**config.mk**
```make
export PLATFORM = sky130hd
export DESIGN_NAME = twin_strike_wdg
export DESIGN_NICKNAME = d
export VERILOG_FILES = /design/src/rtl/strike_pkg.sv /design/src/rtl/strike_tick_gen.sv /design/src/rtl/strike_timer.sv /design/src/rtl/strike_guard.sv /design/src/rtl/twin_strike_wdg.sv
export SDC_FILE = /design/constraint.sdc
export NUM_CORES = 1
export LEC_CHECK = 0
export BUFFER_PORTS_ARGS = -buffer_cell sky130_fd_sc_hd__buf_2
export CAP_MARGIN = 10
export CELL_PAD_IN_SITES_DETAIL_PLACEMENT = 0
export CELL_PAD_IN_SITES_GLOBAL_PLACEMENT = 2
export CORE_AREA = 2 2 118 120
export CTS_CLUSTER_DIAMETER = 40
export DETAILED_ROUTE_END_ITERATION = 7
export DIE_AREA = 0 0 120 122
export PLACE_DENSITY_LB_ADDON = 0.1
export SYNTH_ARGS = -nofsm -noshare
export SYNTH_HDL_FRONTEND = slang
export SYNTH_SLANG_ARGS = --single-unit
```
**constraint.sdc**
```tcl
create_clock -name clk -period 7.2 [get_ports clk]
set_input_delay 0.36 -clock clk [delete_from_list [all_inputs] [get_ports clk]]
set_output_delay 0.36 -clock clk [all_outputs]
set_load 0.05 [all_outputs]
```
**src/rtl/strike_pkg.sv**
```systemverilog
package strike_pkg;
  localparam int DATA_W   = 32;
  localparam int PERIOD_W = 29;

  // register offsets
  localparam int OFS_TIMER = 'h0;
  localparam int OFS_ACK   = 'h4;
  localparam int OFS_GUARD = 'h8;

  // timer control bits
  localparam int TMR_EN_BIT  = 31;
  localparam int TMR_PER_BIT = 30;
  // interrupt acknowledge / pending bit
  localparam int ACK_BIT     = 30;
  // watchdog configuration bits
  localparam int G_EN_BIT     = 5;
  localparam int G_SEL_BIT    = 4;
  localparam int G_RSTEN_BIT  = 2;
  localparam int G_STICKY_BIT = 8;
endpackage

```
**src/rtl/strike_tick_gen.sv**
```systemverilog
module strike_tick_gen #(
  parameter int CLK_HZ  = 4_000_000,
  parameter int TICK_HZ = 1_000_000
) (
  input  logic clk,
  input  logic rst,
  input  logic restart,
  output logic tick
);
  localparam int DIV = (CLK_HZ / TICK_HZ < 1) ? 1 : CLK_HZ / TICK_HZ;
  localparam int CW  = (DIV > 1) ? $clog2(DIV) : 1;

  logic [CW-1:0] cnt_q;

  assign tick = (cnt_q == CW'(DIV - 1));

  always_ff @(posedge clk) begin
    if (rst || restart) cnt_q <= '0;
    else if (tick)      cnt_q <= '0;
    else                cnt_q <= cnt_q + 1'b1;
  end

  // ticks are isolated single cycles when the divider exceeds one
  p_tick_spacing_r2: assert property (@(posedge clk) disable iff (rst)
    (tick && DIV > 1) |=> !tick);
endmodule

```
**src/rtl/strike_timer.sv**
```systemverilog
module strike_timer #(
  parameter int PW = 29
) (
  input  logic          clk,
  input  logic          rst,
  input  logic          tick,
  input  logic          ctrl_wr,
  input  logic          ctrl_en,
  input  logic          ctrl_per,
  input  logic [PW-1:0] ctrl_period,
  input  logic          ack,
  output logic          en_q,
  output logic          per_q,
  output logic [PW-1:0] period_q,
  output logic          expire,
  output logic          pending_q
);
  logic [PW-1:0] count_q;

  assign expire = en_q && tick && !ctrl_wr && (count_q <= PW'(1));

  always_ff @(posedge clk) begin
    if (rst) begin
      en_q     <= 1'b0;
      per_q    <= 1'b0;
      period_q <= '0;
      count_q  <= '0;
    end else if (ctrl_wr) begin
      en_q     <= ctrl_en;
      per_q    <= ctrl_per;
      period_q <= ctrl_period;
      count_q  <= ctrl_period;
    end else if (en_q && tick) begin
      if (count_q <= PW'(1)) begin
        count_q <= period_q;
        if (!per_q) en_q <= 1'b0;
      end else begin
        count_q <= count_q - 1'b1;
      end
    end
  end

  always_ff @(posedge clk) begin
    if (rst)         pending_q <= 1'b0;
    else if (expire) pending_q <= 1'b1;
    else if (ack)    pending_q <= 1'b0;
  end

  // a one-shot expiry drops the enable flag
  p_oneshot_halts_r4: assert property (@(posedge clk) disable iff (rst)
    (expire && !per_q) |=> !en_q);
  // an acknowledge without a fresh expiry clears the pending flag
  p_ack_clears_r5: assert property (@(posedge clk) disable iff (rst)
    (ack && !expire) |=> !pending_q);
  // the count holds between ticks unless software rewrites it
  p_hold_between_ticks_r2: assert property (@(posedge clk) disable iff (rst)
    (!tick && !ctrl_wr) |=> $stable(count_q));
endmodule

```
**src/rtl/strike_guard.sv**
```systemverilog
module strike_guard #(
  parameter int RST_CYCLES = 8
) (
  input  logic clk,
  input  logic rst,
  input  logic cfg_wr,
  input  logic cfg_en,
  input  logic cfg_sel,
  input  logic cfg_rst_en,
  input  logic expire,
  input  logic pending,
  output logic en_q,
  output logic sel_q,
  output logic rst_en_q,
  output logic sticky_q,
  output logic sys_rst_q
);
  localparam int LW = (RST_CYCLES > 1) ? $clog2(RST_CYCLES + 1) : 1;

  logic          fired_q;
  logic [LW-1:0] left_q;
  logic          strike;
  logic          fire;

  assign strike = expire && pending && en_q && !sel_q && !cfg_wr;
  assign fire   = strike && rst_en_q && !fired_q;

  always_ff @(posedge clk) begin
    if (rst) begin
      en_q     <= 1'b0;
      sel_q    <= 1'b0;
      rst_en_q <= 1'b0;
      sticky_q <= 1'b0;
      fired_q  <= 1'b0;
    end else if (cfg_wr) begin
      en_q     <= cfg_en;
      sel_q    <= cfg_sel;
      rst_en_q <= cfg_rst_en;
      sticky_q <= 1'b0;
      fired_q  <= 1'b0;
    end else if (strike) begin
      if (!rst_en_q) sticky_q <= 1'b1;
      if (fire)      fired_q  <= 1'b1;
    end
  end

  always_ff @(posedge clk) begin
    if (rst) begin
      sys_rst_q <= 1'b0;
      left_q    <= '0;
    end else if (fire) begin
      sys_rst_q <= 1'b1;
      left_q    <= LW'(RST_CYCLES - 1);
    end else if (left_q != '0) begin
      left_q    <= left_q - 1'b1;
    end else begin
      sys_rst_q <= 1'b0;
    end
  end

  // a reset pulse only begins on an expiry that found the interrupt pending
  p_rst_needs_pending_r6: assert property (@(posedge clk) disable iff (rst)
    $rose(sys_rst_q) |-> $past(expire && pending));
  // a reset pulse needs watchdog enable, reset enable and timer select 0
  p_rst_needs_enable_r8: assert property (@(posedge clk) disable iff (rst)
    $rose(sys_rst_q) |-> $past(en_q && rst_en_q && !sel_q));
  // once fired, no new pulse begins until a configuration write
  p_single_fire_r9: assert property (@(posedge clk) disable iff (rst)
    (fired_q && !cfg_wr) |=> !$rose(sys_rst_q));
endmodule

```
**src/rtl/twin_strike_wdg.sv**
```systemverilog
module twin_strike_wdg
  import strike_pkg::*;
#(
  parameter int CLK_HZ     = 4_000_000,
  parameter int TICK_HZ    = 1_000_000,
  parameter int ADDR_W     = 4,
  parameter int RST_CYCLES = 8
) (
  input  logic              clk,
  input  logic              rst,
  input  logic [ADDR_W-1:0] bus_addr,
  input  logic              bus_wr,
  input  logic [31:0]       bus_wdata,
  output logic [31:0]       bus_rdata,
  output logic              irq_o,
  output logic              sys_rst_o
);
  localparam int PW = PERIOD_W;

  logic wr_timer, wr_ack, wr_guard;
  logic tick, expire, pending;
  logic t_en, t_per;
  logic [PW-1:0] t_period;
  logic g_en, g_sel, g_rst_en, g_sticky, g_rst;
  logic [31:0] timer_view, ack_view, guard_view;
  logic unused_wdata;

  assign unused_wdata = ^bus_wdata;

  assign wr_timer = bus_wr && (bus_addr == ADDR_W'(OFS_TIMER));
  assign wr_ack   = bus_wr && (bus_addr == ADDR_W'(OFS_ACK));
  assign wr_guard = bus_wr && (bus_addr == ADDR_W'(OFS_GUARD));

  strike_tick_gen #(.CLK_HZ(CLK_HZ), .TICK_HZ(TICK_HZ)) u_tick (
    .clk(clk), .rst(rst), .restart(wr_timer), .tick(tick)
  );

  strike_timer #(.PW(PW)) u_timer (
    .clk(clk), .rst(rst), .tick(tick),
    .ctrl_wr(wr_timer),
    .ctrl_en(bus_wdata[TMR_EN_BIT]),
    .ctrl_per(bus_wdata[TMR_PER_BIT]),
    .ctrl_period(bus_wdata[PW-1:0]),
    .ack(wr_ack && bus_wdata[ACK_BIT]),
    .en_q(t_en), .per_q(t_per), .period_q(t_period),
    .expire(expire), .pending_q(pending)
  );

  strike_guard #(.RST_CYCLES(RST_CYCLES)) u_guard (
    .clk(clk), .rst(rst), .cfg_wr(wr_guard),
    .cfg_en(bus_wdata[G_EN_BIT]),
    .cfg_sel(bus_wdata[G_SEL_BIT]),
    .cfg_rst_en(bus_wdata[G_RSTEN_BIT]),
    .expire(expire), .pending(pending),
    .en_q(g_en), .sel_q(g_sel), .rst_en_q(g_rst_en),
    .sticky_q(g_sticky), .sys_rst_q(g_rst)
  );

  always_comb begin
    timer_view              = '0;
    timer_view[PW-1:0]      = t_period;
    timer_view[TMR_EN_BIT]  = t_en;
    timer_view[TMR_PER_BIT] = t_per;
    ack_view                = '0;
    ack_view[ACK_BIT]       = pending;
    guard_view               = '0;
    guard_view[G_EN_BIT]     = g_en;
    guard_view[G_SEL_BIT]    = g_sel;
    guard_view[G_RSTEN_BIT]  = g_rst_en;
    guard_view[G_STICKY_BIT] = g_sticky;
  end

  always_ff @(posedge clk) begin
    if (rst) bus_rdata <= '0;
    else if (bus_addr == ADDR_W'(OFS_TIMER)) bus_rdata <= timer_view;
    else if (bus_addr == ADDR_W'(OFS_ACK))   bus_rdata <= ack_view;
    else if (bus_addr == ADDR_W'(OFS_GUARD)) bus_rdata <= guard_view;
    else bus_rdata <= '0;
  end

  assign irq_o     = pending;
  assign sys_rst_o = g_rst;

  // the interrupt output rises only on the edge after a timer expiry
  p_irq_from_expiry_r5: assert property (@(posedge clk) disable iff (rst)
    $rose(irq_o) |-> $past(expire));
endmodule

```
==> out/metrics.yaml, run 1 <==
sta:
  maxSlewViolCount: 0
  final.period_utilization_pct: 49.78
  slew-limit-headroom_pct: 24.50
  timing.final.hold_violations: 0
  worst_pin_slew_ns: 1.128
  finalSetupTns_ns: 0
  final.min_clock_period_ns: 3.584
  rsz0062_at_grt: "no"
  fmax_mhz: 279.0
  hold-worst-slack_ns: 0.2348
  skew_ns: 0.008139
  setup_viol: 0
worst_setup_path:
  start_kind: "flop"
  critPathKind: "reg -> reg"
  path_cells: "nor4_1, nand4_1, or4_1, buf_4, nor4_4, nand4_2, a211oi_2"
  cp_slowest_cell: "or4_1"
  required_ns: 7.47
  cp_max_fo: 16
  max_stage_delay_ns: 0.95
  crit_arrival_ns: 3.85
  endpoint_kind: "flop"
yosys:
  synth_warnings: 0
  synth_edf_count: 0
  yosysUniqueCellTypes: 56
  syn_area_per_cell_sq_um: 8.223
  synthArstFlopShare_pct: 0
  synth_flop_cell: "dfxtp_1"
  syn-num-nets: 598
  seq_area_frac_synth_pct: 45.70
  syn_area_sq_um: 4556
  syn_inst: 554
  ys_seq_elements: 104
placed_design:
  routabilityCongestion: 0.8169
  io_buffers: 70
  hpwl_mm: 8.682
power:
  finalPower_w: 0.001325
  ir_worst_vdd_uv: 130.7
  power.leakage_nw: 2.156
  powerDensity_nw_per_um2: 247.6
clocking:
  cts_setup_buffers: 0
  path_clk_slew_ns: 0.07
  cts_buffers: 9
  clock_latency_ns: 0.35
  cts_resized: 0
  cts-root-buf: "clkbuf_16"
  cts_tree: "yes"
  htreeDepth: 3
  cts_hold_buf: 0
  cts.sink_count: 104
  clk_path_buf_depth: 2
global_routing:
  grt_pass1_wl_mm: 21.76
  met1_usage_pct: 24.61
  grt_use_met3_pct: 3.605
  antenna_found_initial: 0
  busiest_layer: "met2"
  grt_max_degree: 64
  grt_remaining_overflow: 0
  met2_usage_pct: 32.32
  grtUsageTotal_pct: 19.00
  grt_pass1_vias: 4169
die:
  core_sq_um: 13500
  boundaryPins: 73
  start_util_pct: 33.73
  die-area_sq_um: 14640
  fp-row-count: 43
  die_w_um: 120
  die_h_um: 122
status:
  status: "finished, final reports clean"
routing:
  num_vias: 4196
  dr.pass1.iters: 5
  first_iter_violations: 200
  antenna_left: 0
  finalWirelength_mm: 13.41
  drc: 0
  wl_per_cell_um: 16.91
  viasPerCell: 5.291
cells_and_area:
  num_antenna_cells: 0
  fillers: 1445
  areaGrowthSynthToFinish_pct: 17.47
  fin_nets: 652
  layout-drive-gt1-share_pct: 17.62
flow_run:
  cap_violations: 0
worst_hold_path:
  hold_path.class: "in -> reg"
-- metrics by stage --
stage | area (sq um) | utilization [%] | std cells | worst slack, ns
2_1_floorplan | 4556 | - | 554 | 4.589
3_3_place_gp | 5064 | 37.50 | 777 | 3.627
3_5_place_dp | 5064 | 37.50 | 777 | 3.630
4_1_cts | 5351 | 39.63 | 793 | 3.619
5_1_grt | 5351 | 39.63 | 793 | 3.373
6_report | 5351 | 39.63 | 793 | 3.616
-- final timing paths --
kind | from | endpoint | slack [ns] | cells past startpoint
setup / recovery | u_timer.count_q[7] | u_guard.fired_q | 3.62 | 7
setup reg to reg | u_timer.count_q[7] | u_guard.fired_q | 3.62 | 7
hold / removal | bus_wdata[7] | u_timer.count_q[7] | 0.23 | 3
hold reg to reg | u_tick.cnt_q[0] | u_tick.cnt_q[0] | 0.45 | 1
-- cell usage after synthesis (4+ instances only) --
master	number	area, sq um
and3_1	9	56.30
or3_1	6	37.54
dfxtp_1	104	2082
o311ai_0	5	43.79
a21oi_1	62	310.3
a22o_1	4	35.03
nor4_1	10	62.56
nor2_1	33	123.9
o21ai_0	30	150.1
nor3_1	17	85.08
inv_1	10	37.54
ha_1	5	62.56
a32o_1	6	60.06
a31oi_1	9	56.30
mux2i_1	8	80.08
nand2_1	106	397.9
o211ai_1	5	37.54
and2_1	26	162.7
a211oi_1	5	37.54
nand3_1	10	50.05
o221a_2	5	56.30
clkbuf_1	28	105.1
-- cells by family (layout without fill, tap and decap cells) --
| logic type | count (synthesis) | count (layout) | synth area share [%] |
|---|---|---|---|
| AOI/OAI and AO/OA | 154 | 154 | 21.67 |
| DFF | 104 | 104 | 45.70 |
| adders and majority gates | 5 | 5 | 1.373 |
| and+or+nand+nor | 236 | 236 | 25.08 |
| muxes | 9 | 9 | 2.005 |
| xor gates and xnor gates | 1 | 1 | 0.1923 |
| buffers and inverters | 44 | 103 | 3.900 |
| other | 1 | 1 | 0.08232 |
-- registers in the layout, indices dropped and copies added, names as in the netlist --
name and flops:
u_timer.count_q 29, u_guard.en_q 1, u_guard.left_q 4, u_timer.period_q 29, u_guard.sel_q 1, u_guard.fired_q 1, u_tick.cnt_q 2, u_guard.sticky_q 1
u_timer.en_q 1, u_guard.rst_en_q 1, bus_rdata 31, u_timer.pending_q 1, u_guard.sys_rst_q 1, u_timer.per_q 1
-- metal layers --
metal,wire (um),part of all wire (%)
met2,6246,47
met5,0,0
met4,178,1.3
met1,6445,48
met3,537,4.0
-- report_power, final --
| group | internal (W) | switching [W] |
|---|---|---|
| Combinational | 0.0000871 | 0.000142 |
| Clock | 0.000269 | 0.000222 |
| Sequential | 0.000592 | 0.0000129 |
-- placed cells by master (no fill, tap or decap), types with 7 or more instances in the layout --
cell type,Yosys,routed
nand2_1,106,106
dfxtp_1,104,104
buf_2,1,70
a21oi_1,62,62
nor2_1,33,33
o21ai_0,30,30
and2_1,26,26
nor3_1,17,16
inv_1,10,10
nor4_1,10,10
nand3_1,10,9
a31oi_1,9,9
clkbuf_16,0,9
and3_1,9,8
mux2i_1,8,8
buf_4,1,7
-- worst max-delay path, delay by kind of cell, from the launching register on --
kind / cells / cell delay [ns]
AO/OA/AOI/OAI: 1 / 0.26
buffers and inverters: 1 / 0.35
flip-flops: 1 / 0.37
AND/OR/NAND/NOR: 5 / 2.52
-- final cells by class --
| class | instances | area, sq um | share of cell area (%) |
|---|---|---|---|
| clock buffers | 10 | 229.0 | 4.279 |
| clock inverters | 6 | 58.81 | 1.099 |
| inverters | 10 | 37.54 | 0.7014 |
| multi-input cells | 406 | 2316 | 43.28 |
| flip-flops and latches | 104 | 2082 | 38.91 |
| well taps | 180 | 225.2 | 4.209 |
| repair buffers | 77 | 402.9 | 7.529 |
(Power assumes the default switching activity.)
==> inputs of run 2 (changes only) <==
--- a/config.mk
+++ b/config.mk
@@ -9,10 +9,10 @@
 export CAP_MARGIN = 10
 export CELL_PAD_IN_SITES_DETAIL_PLACEMENT = 0
 export CELL_PAD_IN_SITES_GLOBAL_PLACEMENT = 2
-export CORE_AREA = 2 2 118 120
+export CORE_AREA = 2 2 127 129
 export CTS_CLUSTER_DIAMETER = 40
 export DETAILED_ROUTE_END_ITERATION = 7
-export DIE_AREA = 0 0 120 122
+export DIE_AREA = 0 0 129 131
 export PLACE_DENSITY_LB_ADDON = 0.1
 export SYNTH_ARGS = -nofsm -noshare
 export SYNTH_HDL_FRONTEND = slang
==> constraint.sdc (replaced) <==
create_clock -name clk -period 3.23 [get_ports clk]
set_input_delay 0.1615 -clock clk [delete_from_list [all_inputs] [get_ports clk]]
set_output_delay 0.1615 -clock clk [all_outputs]
set_load 0.05 [all_outputs]
==> out/metrics.yaml, run 2 (synthesized netlist as in run 1, its figures left out) <==
sta:
  timing.final.hold_violations: 0  # unchanged
  fmax_mhz: 347.0  # +24%
  final.min_clock_period_ns: 2.882  # -0.7019 ns
  setup_viol: 0  # unchanged
  skew_ns: 0.006242  # -0.001897 ns
  finalSetupTns_ns: 0  # unchanged
  maxSlewViolCount: 0  # unchanged
  final.period_utilization_pct: 89.23  # +39 points
  slew-limit-headroom_pct: 55.85  # +31 points
  worst_slack_ns: 0.3479  # -3.268 ns
  worst_pin_slew_ns: 0.6616  # -0.4668 ns
  rsz0062_at_grt: "no"
  hold-worst-slack_ns: 0.03539  # -0.1994 ns
cells_and_area:
  fin_nets: 668  # +2.5%
  largest_reg_flops: 31  # unchanged
  num_antenna_cells: 0  # unchanged
  reg_top3: "bus_rdata x31, u_timer.count_q x29, u_timer.period_q x29"
  mostFrequentLayoutCells: "106 x nand2_1, 104 x dfxtp_1, 70 x buf_2, 62 x a21oi_1, 33 x nor2_1"
  final_common_cell: "nand2_1"
  top_register: "bus_rdata"
  layout-drive-gt1-share_pct: 19.87  # +2.3 points
  fin_area_sq_um: 5527  # +3.3%
  areaGrowthSynthToFinish_pct: 21.31
worst_setup_path:
  max_stage_delay_ns: 0.61  # -0.34 ns
  cp_max_fo: 11  # -5
  crit_start: "u_timer.count_q[18]"
  start_kind: "flop"
  r2r-start: "u_timer.count_q[18]"
  path_buf_inv: 1  # unchanged
  endpoint_kind: "flop"
  path_delay_family: "simple AND/OR/NAND/NOR gates"
  crit_arrival_ns: 3.12  # -0.73 ns
  critPathKind: "reg -> reg"
  path_cells: "or4_4, or3_4, or4_1, buf_4, nand2_1, o21ai_0, a32o_1"
  required_ns: 3.47  # -4.00 ns
  cp_slowest_cell: "or4_1"
routing:
  wl_per_cell_um: 16.96  # +0.31%
  drc: 0  # unchanged
  finalWirelength_mm: 14.33  # +6.9%
  first_iter_violations: 214  # +7.0%
  antenna_left: 0  # unchanged
  viasPerCell: 5.011  # -5.3%
  num_vias: 4234  # +0.91%
  dr.pass1.iters: 4  # -1
clocking:
  cts_buffers: 9  # unchanged
  cts-root-buf: "clkbuf_16"
  cts_tree: "yes"
  cts_hold_buf: 0  # unchanged
  clock_latency_ns: 0.35  # about the same
  cts_setup_buffers: 0  # unchanged
  path_clk_slew_ns: 0.07  # about the same
  cts_resized: 0  # unchanged
  clk_path_buf_depth: 2  # unchanged
  cts.sink_count: 104  # unchanged
  htreeDepth: 3  # unchanged
die:
  core_sq_um: 15600  # +16%
  die-area_sq_um: 16900  # +15%
  boundaryPins: 73  # unchanged
  fp-row-count: 46  # +7.0%
  die_w_um: 129  # +7.5%
  die_h_um: 131  # +7.4%
  start_util_pct: 29.21  # -4.5 points
worst_hold_path:
  worstHoldStart: "bus_wdata[7]"
  hold_path.class: "in -> reg"
global_routing:
  antenna_found_initial: 0  # unchanged
  grt_pass1_vias: 4152  # -0.41%
  grt_remaining_overflow: 0  # unchanged
  grtUsageTotal_pct: 17.48  # -1.5 points
  grt_pass1_wl_mm: 22.74  # +4.5%
  grt_max_degree: 36  # -44%
placed_design:
  routabilityCongestion: 0.7515  # -8.0%
  placed_cell_area_sq_um: 5229  # +3.3%
  pre_cts_ws_ns: 0.3645  # -3.266 ns
  hpwl_mm: 9.895  # +14%
  io_buffers: 70  # unchanged
power:
  power.leakage_nw: 2.238  # +3.8%
  ir_worst_vdd_uv: 284.4  # +120%
  powerDensity_nw_per_um2: 545.1  # +120%
flow_run:
  cap_violations: 0  # unchanged
status:
  status: "finished, final reports clean"
-- run 2: cell types whose count changed in the layout (fill, tap and decap cells not counted) --
cell | previous run | this run
clkbuf_1 | 1 | 0
clkbuf_8 | 0 | 1
buf_4 | 7 | 23
inv_6 | 1 | 0
clkinv_4 | 0 | 1
-- run 2: final cells by class --
cell class	instances	area, sq um
well taps	216	270.3
inverters	10	37.54
repair buffers	93	523.0
fillers	1663	10070
flip-flops and latches	104	2082
clock buffers	10	239.0
multi-input cells	406	2316
clock inverters	6	58.81
-- run 2: final timing paths --
check                        end  slack, ns  cells past startpoint
max          u_timer.count_q[13]       0.35                      7
min           u_timer.count_q[7]       0.04                      3
max reg2reg  u_timer.count_q[13]       0.35                      7
min reg2reg      u_tick.cnt_q[0]       0.44                      1
-- run 2: power breakdown --
| group | switching, W | internal [W] |
|---|---|---|
| combinational | 0.000334 | 0.000218 |
| clock | 0.000492 | 0.000619 |
| sequential | 0.0000294 | 0.00132 |
| total | 0.000856 | 0.00216 |
-- run 2: metrics by stage --
stage / power, W / instances / util, %
floorplan: 0.001741 / 554 / -
global placement: 0.001912 / 829 / 33.52
detailed placement: 0.001931 / 829 / 33.52
CTS: 0.003057 / 845 / 35.43
global route: 0.003174 / 845 / 35.43
finish: 0.003013 / 845 / 35.43
-- run 2: worst min-delay path: stages --
cell and delay (ns):
buf_2 0.09, nand2_1 0.05, nand2_1 0.05
-- run 2: per-layer routing --
layer | GRT usage, % | vias to the layer above | wire, um | share of wire, %
li1 | - | 2113 | - | -
met2 | 28.48 | 91 | 6531 | 46
met3 | 2.443 | 13 | 572 | 4.0
met5 | 0 | - | 0 | 0
met1 | 23.69 | 2017 | 7000 | 49
met4 | 6.458 | 0 | 227 | 1.6
